[src/rtl/mdac_pkg.sv]
package mdac_pkg;

    localparam int FRAME_W  = 24;
    localparam int ADDR_W   = 6;
    localparam int WORD_W   = 16;
    localparam int GOFS_W   = 14;
    localparam int CH_BASE  = 8;

    typedef enum logic [1:0] {
        CMD_SPECIAL = 2'd0,
        CMD_GAIN    = 2'd1,
        CMD_OFFSET  = 2'd2,
        CMD_CODE    = 2'd3
    } cmd_e;

    localparam logic [2:0] RB_PRIMARY = 3'd0;
    localparam logic [2:0] RB_ALT     = 3'd1;
    localparam logic [2:0] RB_OFFSET  = 3'd2;
    localparam logic [2:0] RB_GAIN    = 3'd3;
    localparam logic [2:0] RB_SPECIAL = 3'd4;

    localparam logic [ADDR_W-1:0] SF_CTRL  = 6'd1;
    localparam logic [ADDR_W-1:0] SF_GOFS0 = 6'd2;
    localparam logic [ADDR_W-1:0] SF_RBREQ = 6'd5;

    localparam int CTRL_PD_BIT   = 0;
    localparam int CTRL_BSEL_BIT = 2;

    typedef struct packed {
        cmd_e                cmd;
        logic [ADDR_W-1:0]   addr;
        logic [WORD_W-1:0]   payload;
    } frame_t;

    typedef struct packed {
        logic wr_primary;
        logic wr_alt;
        logic wr_offset;
        logic wr_gain;
        logic wr_ctrl;
        logic wr_gofs;
        logic rb_req;
    } strobe_t;

    function automatic int unsigned ref_index(int unsigned ch, int unsigned grp,
                                              int unsigned nref);
        int unsigned idx;
        idx = ch / grp;
        if (idx >= nref) idx = nref - 1;
        return idx;
    endfunction

endpackage

[src/rtl/mdac_shift.sv]
module mdac_shift
    import mdac_pkg::*;
(
    input  logic              clk,
    input  logic              rst,
    input  logic              sclk,
    input  logic              cs_n,
    input  logic              mosi,
    input  logic [WORD_W-1:0] tx_word,
    output frame_t            frame,
    output logic              commit,
    output logic              frame_start,
    output logic              miso
);
    localparam int CNT_W = $clog2(FRAME_W + 2);
    localparam logic [CNT_W-1:0] CNT_FULL = CNT_W'(FRAME_W);
    localparam logic [CNT_W-1:0] CNT_SAT  = CNT_W'(FRAME_W + 1);

    logic               sclk_q, cs_q;
    logic [CNT_W-1:0]   cnt_q;
    logic [FRAME_W-1:0] rx_q, tx_q;
    logic               s_rise, s_fall, c_fall, c_rise;

    always_comb begin
        s_rise = sclk & ~sclk_q;
        s_fall = ~sclk & sclk_q;
        c_fall = ~cs_n & cs_q;
        c_rise = cs_n & ~cs_q;
    end

    always_ff @(posedge clk) begin
        if (rst) begin
            sclk_q <= 1'b0;
            cs_q   <= 1'b1;
            cnt_q  <= '0;
            rx_q   <= '0;
            tx_q   <= '0;
        end else begin
            sclk_q <= sclk;
            cs_q   <= cs_n;
            if (c_fall)
                cnt_q <= s_rise ? CNT_W'(1) : '0;
            else if (!cs_n && s_rise && cnt_q != CNT_SAT)
                cnt_q <= cnt_q + 1'b1;
            if (!cs_n && s_rise)
                rx_q <= {rx_q[FRAME_W-2:0], mosi};
            if (c_fall)
                tx_q <= {{(FRAME_W-WORD_W){1'b0}}, tx_word};
            else if (!cs_n && s_fall)
                tx_q <= {tx_q[FRAME_W-2:0], 1'b0};
        end
    end

    assign frame       = frame_t'(rx_q);
    assign commit      = c_rise && (cnt_q == CNT_FULL);
    assign frame_start = c_fall;
    assign miso        = tx_q[FRAME_W-1];

    p_count_restart_r1: assert property (@(posedge clk) disable iff (rst)
        c_fall |=> (cnt_q <= CNT_W'(1)));
    p_idle_count_hold_r1: assert property (@(posedge clk) disable iff (rst)
        (cs_q && cs_n) |=> $stable(cnt_q));
    p_tx_head_zero_r8: assert property (@(posedge clk) disable iff (rst)
        c_fall |=> (tx_q[FRAME_W-1:WORD_W] == '0));

endmodule

[src/rtl/mdac_decode.sv]
module mdac_decode
    import mdac_pkg::*;
#(
    parameter int N_CH  = 24,
    parameter int N_REF = 2,
    parameter int CHW   = $clog2(N_CH),
    parameter int RW    = (N_REF > 1) ? $clog2(N_REF) : 1
) (
    input  logic            commit,
    input  frame_t          frame,
    input  logic            bsel,
    output strobe_t         stb,
    output logic [CHW-1:0]  ch,
    output logic [RW-1:0]   gsel
);
    localparam logic [ADDR_W:0] CH_LO = (ADDR_W+1)'(CH_BASE);
    localparam logic [ADDR_W:0] CH_HI = (ADDR_W+1)'(CH_BASE + N_CH);
    localparam logic [ADDR_W:0] GO_LO = (ADDR_W+1)'(SF_GOFS0);
    localparam logic [ADDR_W:0] GO_HI = (ADDR_W+1)'(int'(SF_GOFS0) + N_REF);

    logic [ADDR_W:0] a7;
    logic            ch_hit, go_hit, sf;

    always_comb begin
        a7     = {1'b0, frame.addr};
        ch_hit = (a7 >= CH_LO) && (a7 < CH_HI);
        go_hit = (a7 >= GO_LO) && (a7 < GO_HI);
        sf     = commit && (frame.cmd == CMD_SPECIAL);
        ch     = CHW'(frame.addr - ADDR_W'(CH_BASE));
        gsel   = RW'(frame.addr - SF_GOFS0);

        stb            = '0;
        stb.wr_primary = commit && ch_hit && (frame.cmd == CMD_CODE) && !bsel;
        stb.wr_alt     = commit && ch_hit && (frame.cmd == CMD_CODE) && bsel;
        stb.wr_offset  = commit && ch_hit && (frame.cmd == CMD_OFFSET);
        stb.wr_gain    = commit && ch_hit && (frame.cmd == CMD_GAIN);
        stb.wr_ctrl    = sf && (frame.addr == SF_CTRL);
        stb.wr_gofs    = sf && go_hit;
        stb.rb_req     = sf && (frame.addr == SF_RBREQ);
    end

endmodule

[src/rtl/mdac_regs.sv]
module mdac_regs
    import mdac_pkg::*;
#(
    parameter int N_CH      = 24,
    parameter int GRP       = 8,
    parameter int N_REF     = 2,
    parameter int CODE_BITS = 16,
    parameter int CHW       = $clog2(N_CH),
    parameter int RW        = (N_REF > 1) ? $clog2(N_REF) : 1
) (
    input  logic                     clk,
    input  logic                     rst,
    input  strobe_t                  stb,
    input  logic [CHW-1:0]           ch,
    input  logic [RW-1:0]            gsel,
    input  logic [WORD_W-1:0]        wdata,
    input  logic                     frame_start,
    output logic [WORD_W-1:0]        ctrl,
    output logic [WORD_W-1:0]        pend,
    output logic [N_CH*WORD_W-1:0]   code_o,
    output logic [N_CH*WORD_W-1:0]   gain_o,
    output logic [N_CH*WORD_W-1:0]   ofs_o,
    output logic [N_CH*GOFS_W-1:0]   ref_ofs_o
);
    localparam logic [WORD_W-1:0] CMASK    = 16'hFFFF << (WORD_W - CODE_BITS);
    localparam logic [WORD_W-1:0] MID      = 16'h8000 & CMASK;
    localparam logic [GOFS_W-1:0] GOFS_MID = 14'h2000;
    localparam logic [ADDR_W:0] CH_LO = (ADDR_W+1)'(CH_BASE);
    localparam logic [ADDR_W:0] CH_HI = (ADDR_W+1)'(CH_BASE + N_CH);
    localparam logic [ADDR_W:0] GO_LO = (ADDR_W+1)'(SF_GOFS0);
    localparam logic [ADDR_W:0] GO_HI = (ADDR_W+1)'(int'(SF_GOFS0) + N_REF);

    logic [WORD_W-1:0] pri_q [N_CH];
    logic [WORD_W-1:0] alt_q [N_CH];
    logic [WORD_W-1:0] off_q [N_CH];
    logic [WORD_W-1:0] gn_q  [N_CH];
    logic [GOFS_W-1:0] gofs_q[N_REF];
    logic [WORD_W-1:0] ctrl_q, pend_q, rb_val;

    always_ff @(posedge clk) begin
        if (rst) begin
            for (int c = 0; c < N_CH; c++) begin
                pri_q[c] <= MID;
                alt_q[c] <= MID;
                off_q[c] <= MID;
                gn_q[c]  <= CMASK;
            end
            for (int g = 0; g < N_REF; g++) gofs_q[g] <= GOFS_MID;
            ctrl_q <= '0;
        end else begin
            for (int c = 0; c < N_CH; c++) begin
                if (ch == CHW'(c)) begin
                    if (stb.wr_primary) pri_q[c] <= wdata & CMASK;
                    if (stb.wr_alt)     alt_q[c] <= wdata & CMASK;
                    if (stb.wr_offset)  off_q[c] <= wdata & CMASK;
                    if (stb.wr_gain)    gn_q[c]  <= wdata & CMASK;
                end
            end
            for (int g = 0; g < N_REF; g++)
                if (stb.wr_gofs && gsel == RW'(g)) gofs_q[g] <= wdata[GOFS_W-1:0];
            if (stb.wr_ctrl) ctrl_q <= wdata;
        end
    end

    // Readback selector: class in [15:13], target address in [12:7]
    logic [2:0]        rb_cls;
    logic [ADDR_W-1:0] rb_adr;
    logic [ADDR_W:0]   rb_a7;
    logic [CHW-1:0]    rb_ch;
    logic [RW-1:0]     rb_g;
    logic              rb_ch_ok, rb_g_ok;

    always_comb begin
        rb_cls   = wdata[15:13];
        rb_adr   = wdata[12:7];
        rb_a7    = {1'b0, rb_adr};
        rb_ch    = CHW'(rb_adr - ADDR_W'(CH_BASE));
        rb_g     = RW'(rb_adr - SF_GOFS0);
        rb_ch_ok = (rb_a7 >= CH_LO) && (rb_a7 < CH_HI);
        rb_g_ok  = (rb_a7 >= GO_LO) && (rb_a7 < GO_HI);
        rb_val   = '0;
        case (rb_cls)
            RB_PRIMARY: if (rb_ch_ok) rb_val = pri_q[rb_ch];
            RB_ALT:     if (rb_ch_ok) rb_val = alt_q[rb_ch];
            RB_OFFSET:  if (rb_ch_ok) rb_val = off_q[rb_ch];
            RB_GAIN:    if (rb_ch_ok) rb_val = gn_q[rb_ch];
            RB_SPECIAL: begin
                if (rb_adr == SF_CTRL)  rb_val = ctrl_q;
                else if (rb_g_ok)       rb_val = {{(WORD_W-GOFS_W){1'b0}}, gofs_q[rb_g]};
            end
            default: rb_val = '0;
        endcase
    end

    always_ff @(posedge clk) begin
        if (rst)              pend_q <= '0;
        else if (stb.rb_req)  pend_q <= rb_val;
        else if (frame_start) pend_q <= '0;
    end

    for (genvar c = 0; c < N_CH; c++) begin : g_out
        localparam int RI = ref_index(c, GRP, N_REF);
        assign code_o[c*WORD_W +: WORD_W]    = pri_q[c];
        assign gain_o[c*WORD_W +: WORD_W]    = gn_q[c];
        assign ofs_o[c*WORD_W +: WORD_W]     = off_q[c];
        assign ref_ofs_o[c*GOFS_W +: GOFS_W] = gofs_q[RI];
    end

    assign ctrl = ctrl_q;
    assign pend = pend_q;

    p_single_target_r10: assert property (@(posedge clk) disable iff (rst)
        $onehot0(stb));
    p_pd_hold_r5: assert property (@(posedge clk) disable iff (rst)
        !stb.wr_ctrl |=> $stable(ctrl_q[CTRL_PD_BIT]));
    p_pend_clear_r8: assert property (@(posedge clk) disable iff (rst)
        (frame_start && !stb.rb_req) |=> (pend_q == '0));
    p_gofs0_hold_r6: assert property (@(posedge clk) disable iff (rst)
        !stb.wr_gofs |=> $stable(gofs_q[0]));

endmodule

[src/rtl/mdac_spi_regs.sv]
module mdac_spi_regs
    import mdac_pkg::*;
#(
    parameter int N_CH      = 24,
    parameter int GRP       = 8,
    parameter int N_REF     = 2,
    parameter int CODE_BITS = 16
) (
    input  logic                    clk,
    input  logic                    rst,
    input  logic                    sclk,
    input  logic                    cs_n,
    input  logic                    mosi,
    output logic                    miso,
    output logic                    pd,
    output logic [N_CH*16-1:0]      code_o,
    output logic [N_CH*16-1:0]      gain_o,
    output logic [N_CH*16-1:0]      ofs_o,
    output logic [N_CH*14-1:0]      ref_ofs_o
);
    localparam int CHW = $clog2(N_CH);
    localparam int RW  = (N_REF > 1) ? $clog2(N_REF) : 1;

    frame_t            frame;
    strobe_t           stb;
    logic              commit, frame_start;
    logic [CHW-1:0]    ch;
    logic [RW-1:0]     gsel;
    logic [WORD_W-1:0] ctrl, pend;

    mdac_shift u_shift (
        .clk         (clk),
        .rst         (rst),
        .sclk        (sclk),
        .cs_n        (cs_n),
        .mosi        (mosi),
        .tx_word     (pend),
        .frame       (frame),
        .commit      (commit),
        .frame_start (frame_start),
        .miso        (miso)
    );

    mdac_decode #(.N_CH(N_CH), .N_REF(N_REF), .CHW(CHW), .RW(RW)) u_decode (
        .commit (commit),
        .frame  (frame),
        .bsel   (ctrl[CTRL_BSEL_BIT]),
        .stb    (stb),
        .ch     (ch),
        .gsel   (gsel)
    );

    mdac_regs #(.N_CH(N_CH), .GRP(GRP), .N_REF(N_REF), .CODE_BITS(CODE_BITS),
                .CHW(CHW), .RW(RW)) u_regs (
        .clk         (clk),
        .rst         (rst),
        .stb         (stb),
        .ch          (ch),
        .gsel        (gsel),
        .wdata       (frame.payload),
        .frame_start (frame_start),
        .ctrl        (ctrl),
        .pend        (pend),
        .code_o      (code_o),
        .gain_o      (gain_o),
        .ofs_o       (ofs_o),
        .ref_ofs_o   (ref_ofs_o)
    );

    assign pd = ctrl[CTRL_PD_BIT];

endmodule

[config.mk]
export PLATFORM = sky130hd
export DESIGN_NAME = mdac_spi_regs
export DESIGN_NICKNAME = d
export VERILOG_FILES = /design/src/rtl/mdac_pkg.sv /design/src/rtl/mdac_shift.sv /design/src/rtl/mdac_decode.sv /design/src/rtl/mdac_regs.sv /design/src/rtl/mdac_spi_regs.sv
export SDC_FILE = /design/constraint.sdc
export NUM_CORES = 2
export LEC_CHECK = 0
export CELL_PAD_IN_SITES_DETAIL_PLACEMENT = 1
export CELL_PAD_IN_SITES_GLOBAL_PLACEMENT = 1
export CORE_AREA = 5 5 583 585
export DETAILED_ROUTE_END_ITERATION = 10
export DIE_AREA = 0 0 588 590
export MAX_ROUTING_LAYER = met4
export PLACE_DENSITY = 0.51
export SETUP_SLACK_MARGIN = 0.4
export SLEW_MARGIN = 20
export SYNTH_ARGS = -nofsm -noshare
export SYNTH_HDL_FRONTEND = slang
export SYNTH_SLANG_ARGS = --single-unit
[constraint.sdc]
create_clock -name clk -period 4.8 [get_ports clk]
set_clock_uncertainty 0.15 [all_clocks]
set_input_delay 1.44 -clock clk [delete_from_list [all_inputs] [get_ports clk]]
set_output_delay 1.44 -clock clk [all_outputs]
set_load 0.03 [all_outputs]
==> impl_metrics.ini <==
[global_route]
grt-busiest-layer = met2
grtUsageMet3 = 0.05775
use_met2 = 0.3977
grt_pass1_vias = 53420
globalRouteMet1Util = 0.2686
grt_pass1_wl_um = 536100
grt_usage = 0.2358
overflow = 0
antenna_found_initial = 26
grt_max_degree = 70

[synth]
synthArstFlopShare = 0
synth_area_sq_um = 72760
synth_fa_ha_area_frac = 0.001032
synth_mux_area_frac = 0.1271
ys_ff_latch = 1652
ys.flop_type = edfxtp_1
synth_edf_count = 1564
yosysMostFrequentCell = edfxtp_1
synth_warnings = 0
yosys-top-cells-area = edfxtp_1, mux4_2, nor2_1
synth_compound_area_frac = 0.03573
synth_top_area_share = 0.6455
synth_top_family_by_area = multiplexers
ys_types = 71
synth_xor_area_frac = 0.0003611
seq_area_frac_synth = 0.6697
avgSynthCellArea_sq_um = 14.21
synthSimpleGateAreaFrac = 0.1056
synth_top_cell_by_area = edfxtp_1
synth_commonest_cells = edfxtp_1, nor2_1, nand2_1
synthCells = 5122
synth.net_count = 5133

[clocking]
cts.sinks = 1652
cts_tree = yes
root_buffer = clkbuf_16
cts-buffers-inserted = 184
htree_levels = 4
post_cts_resized = 0
clk_pin_slew_ps = 60
cts.path.max_buffers = 4
clk_latency_ps = 860

[detailed_routing]
first_iter_violations = 6046
vias_per_cell = 4.812
routed_wl_um = 416100
drt-pass1-iter-count = 7
vias = 53010
remaining_drc_errors = 0
post_drt_wl_per_cell_um = 37.77
postRouteAntennaNets = 0

[floorplan]
start_util = 0.2174
dieWidth_um = 588
rows = 213
boundaryPins = 1495
fp.dieH_um = 590
dieArea_sq_um = 346900
core_area_sq_um = 334700

[timing]
slew_headroom = 0.2135
fin_crit_ps = 4217
setup_violations = 0
finalCritPeriodShare = 0.8786
tightestPinTransition_ps = 1180
grt_setup_unrepaired = false
holdWs_ps = 303.1
finalSetupTns_ps = 0
hold_viol_final = 0
drv_slew = 0
timing.fmax_ghz = 0.2371

[hold_path]
holdPathStages = 2
hold_start = u_shift.tx_q[18]
whs_endpoint = u_shift.tx_q[19]
min-delay-path-class = flop to flop

[run_status]
status = complete, no violations

[cells_and_area]
area_delta_synth_final_pct = 34.80
drive_above_1_share = 0.1569
n_fill_cell = 35910
final_nets = 6468

[run]
drv_cap = 0

[critical_path]
critPathMaxStageDelay_ps = 930
rrSetupSlack_ps = 780
crit_required_ps = 3210
cp_max_fo = 9
worstPathArrival_ps = 2630
endpoint_kind = output port
r2r-start = u_shift.frame[7]
path_buf_inv = 1
crit_slowest_cell = edfxtp_1
path_class = flop to output port
startpoint_type = flop
path_cells = clkdlybuf4s50_1
reg2reg_to = u_regs.pend[11]
reg2reg_depth = 6
crit_family = flip-flops

[power]
p_leak_uw = 0.03151
ir_worst_vdd_v = 0.0002839
p_per_area_nw_per_um2 = 377.6

[placed_design]
globalplace.congestion = 0.9346
dp_hpwl_um = 321700
port_buffers = 1494
[per-layer routing]
metal,share of wire,vias to the layer above
li1,-,21230
met1,0.37,28550
met2,0.50,2706
met3,0.081,525
met4,0.049,0
met5,0,-
[worst max-delay path by stage]
stage	from	endpoint	slack, ps	cells past startpoint
finish	u_regs.gofs_q[0][9]	ref_ofs_o[37]	580	1
global route	u_regs.gofs_q[0][9]	ref_ofs_o[37]	470	1
CTS	u_regs.gofs_q[0][13]	ref_ofs_o[55]	430	1
detailed placement	cs_n	u_regs.gn_q[4][15]	270	7
global placement	cs_n	u_regs.gn_q[0][7]	320	7
floorplan	cs_n	u_regs.off_q[18][0]	980	6
[per-stage QoR]
step	cells	instance area [sq um]	util	total power, uW	setup slack (ps)
floorplan	5122	72760	-	20290	983.5
global placement	10680	92510	0.2764	23700	317.1
detailed placement	10680	92510	0.2764	23720	265.0
CTS	11000	98030	0.2929	37290	432.9
global route	11010	98050	0.2929	37970	465.1
finish	11020	98080	0.2930	37040	582.9
[flip-flops by register name, summed over array words and instances (netlist names), named ones only]
register,cells
u_regs.gn_q,384
u_shift.cnt_q,5
u_regs.alt_q,384
u_regs.gofs_q,28
u_regs.off_q,384
u_shift.cs_q,1
u_regs.ctrl,16
u_shift.sclk_q,1
u_shift.tx_q,24
u_shift.frame,24
u_regs.pend,16
u_regs.pri_q,384
[power breakdown]
part | switching, uW | internal, uW | leakage, uW | total (uW)
registers | 770 | 16500 | 0.0160 | 17300
logic | 4050 | 2060 | 0.0128 | 6120
clock network | 6050 | 7580 | 0.00269 | 13600
[timing repair]
action / in CTS / in global routing
hold buffers: 0 / 0
setup buffers: 1 / 0
endpoints found under the setup margin: 16 / 0
[placed cells by master, fill, tap and decap left out, types with 17 or more instances in the layout]
| cell | Yosys | layout |
|---|---|---|
| a21o_1 | 26 | 26 |
| a21oi_1 | 89 | 89 |
| a22oi_1 | 129 | 129 |
| buf_12 | 2 | 44 |
| buf_4 | 326 | 322 |
| clkbuf_1 | 264 | 43 |
| clkbuf_16 | 0 | 188 |
| clkdlybuf4s50_1 | 0 | 1493 |
| clkinv_1 | 0 | 42 |
| clkinv_2 | 0 | 29 |
| dfxtp_1 | 88 | 83 |
| diode_2 | 0 | 19 |
| edfxtp_1 | 1564 | 1564 |
| inv_1 | 40 | 38 |
| mux2_2 | 45 | 45 |
| mux2i_1 | 211 | 211 |
| mux4_2 | 285 | 285 |
| nand2_1 | 502 | 501 |
| nand2b_1 | 76 | 61 |
| nand3_1 | 126 | 126 |
| nand4_1 | 18 | 18 |
| nor2_1 | 920 | 903 |
| nor2_2 | 1 | 17 |
| nor2b_1 | 28 | 24 |
| o21ai_0 | 25 | 25 |
| or2_2 | 22 | 22 |
[cell families (layout without fill, tap and decap cells)]
| logic type | after synthesis | in the layout |
|---|---|---|
| compound gates | 374 | 374 |
| xor+xnor | 3 | 3 |
| fa+ha+maj | 6 | 6 |
| buf+inv | 751 | 2220 |
| flops | 1652 | 1652 |
| mux | 549 | 549 |
| other cells | 0 | 19 |
| simple gates | 1787 | 1787 |
[final cells by class]
cell class / count / area (sq um) / share of cell area
clock inverter: 88 / 623.1 / 0.006353
multi-input combinational: 2719 / 19870 / 0.2026
clock buffer: 232 / 4880 / 0.04975
timing repair buffer: 1860 / 18260 / 0.1861
antenna: 19 / 47.55 / 0.0004848
inverter: 40 / 150.1 / 0.001531
tap: 4407 / 5514 / 0.05622
sequential: 1652 / 48740 / 0.4969
No activity file was read; power rests on OpenSTA's default activity.
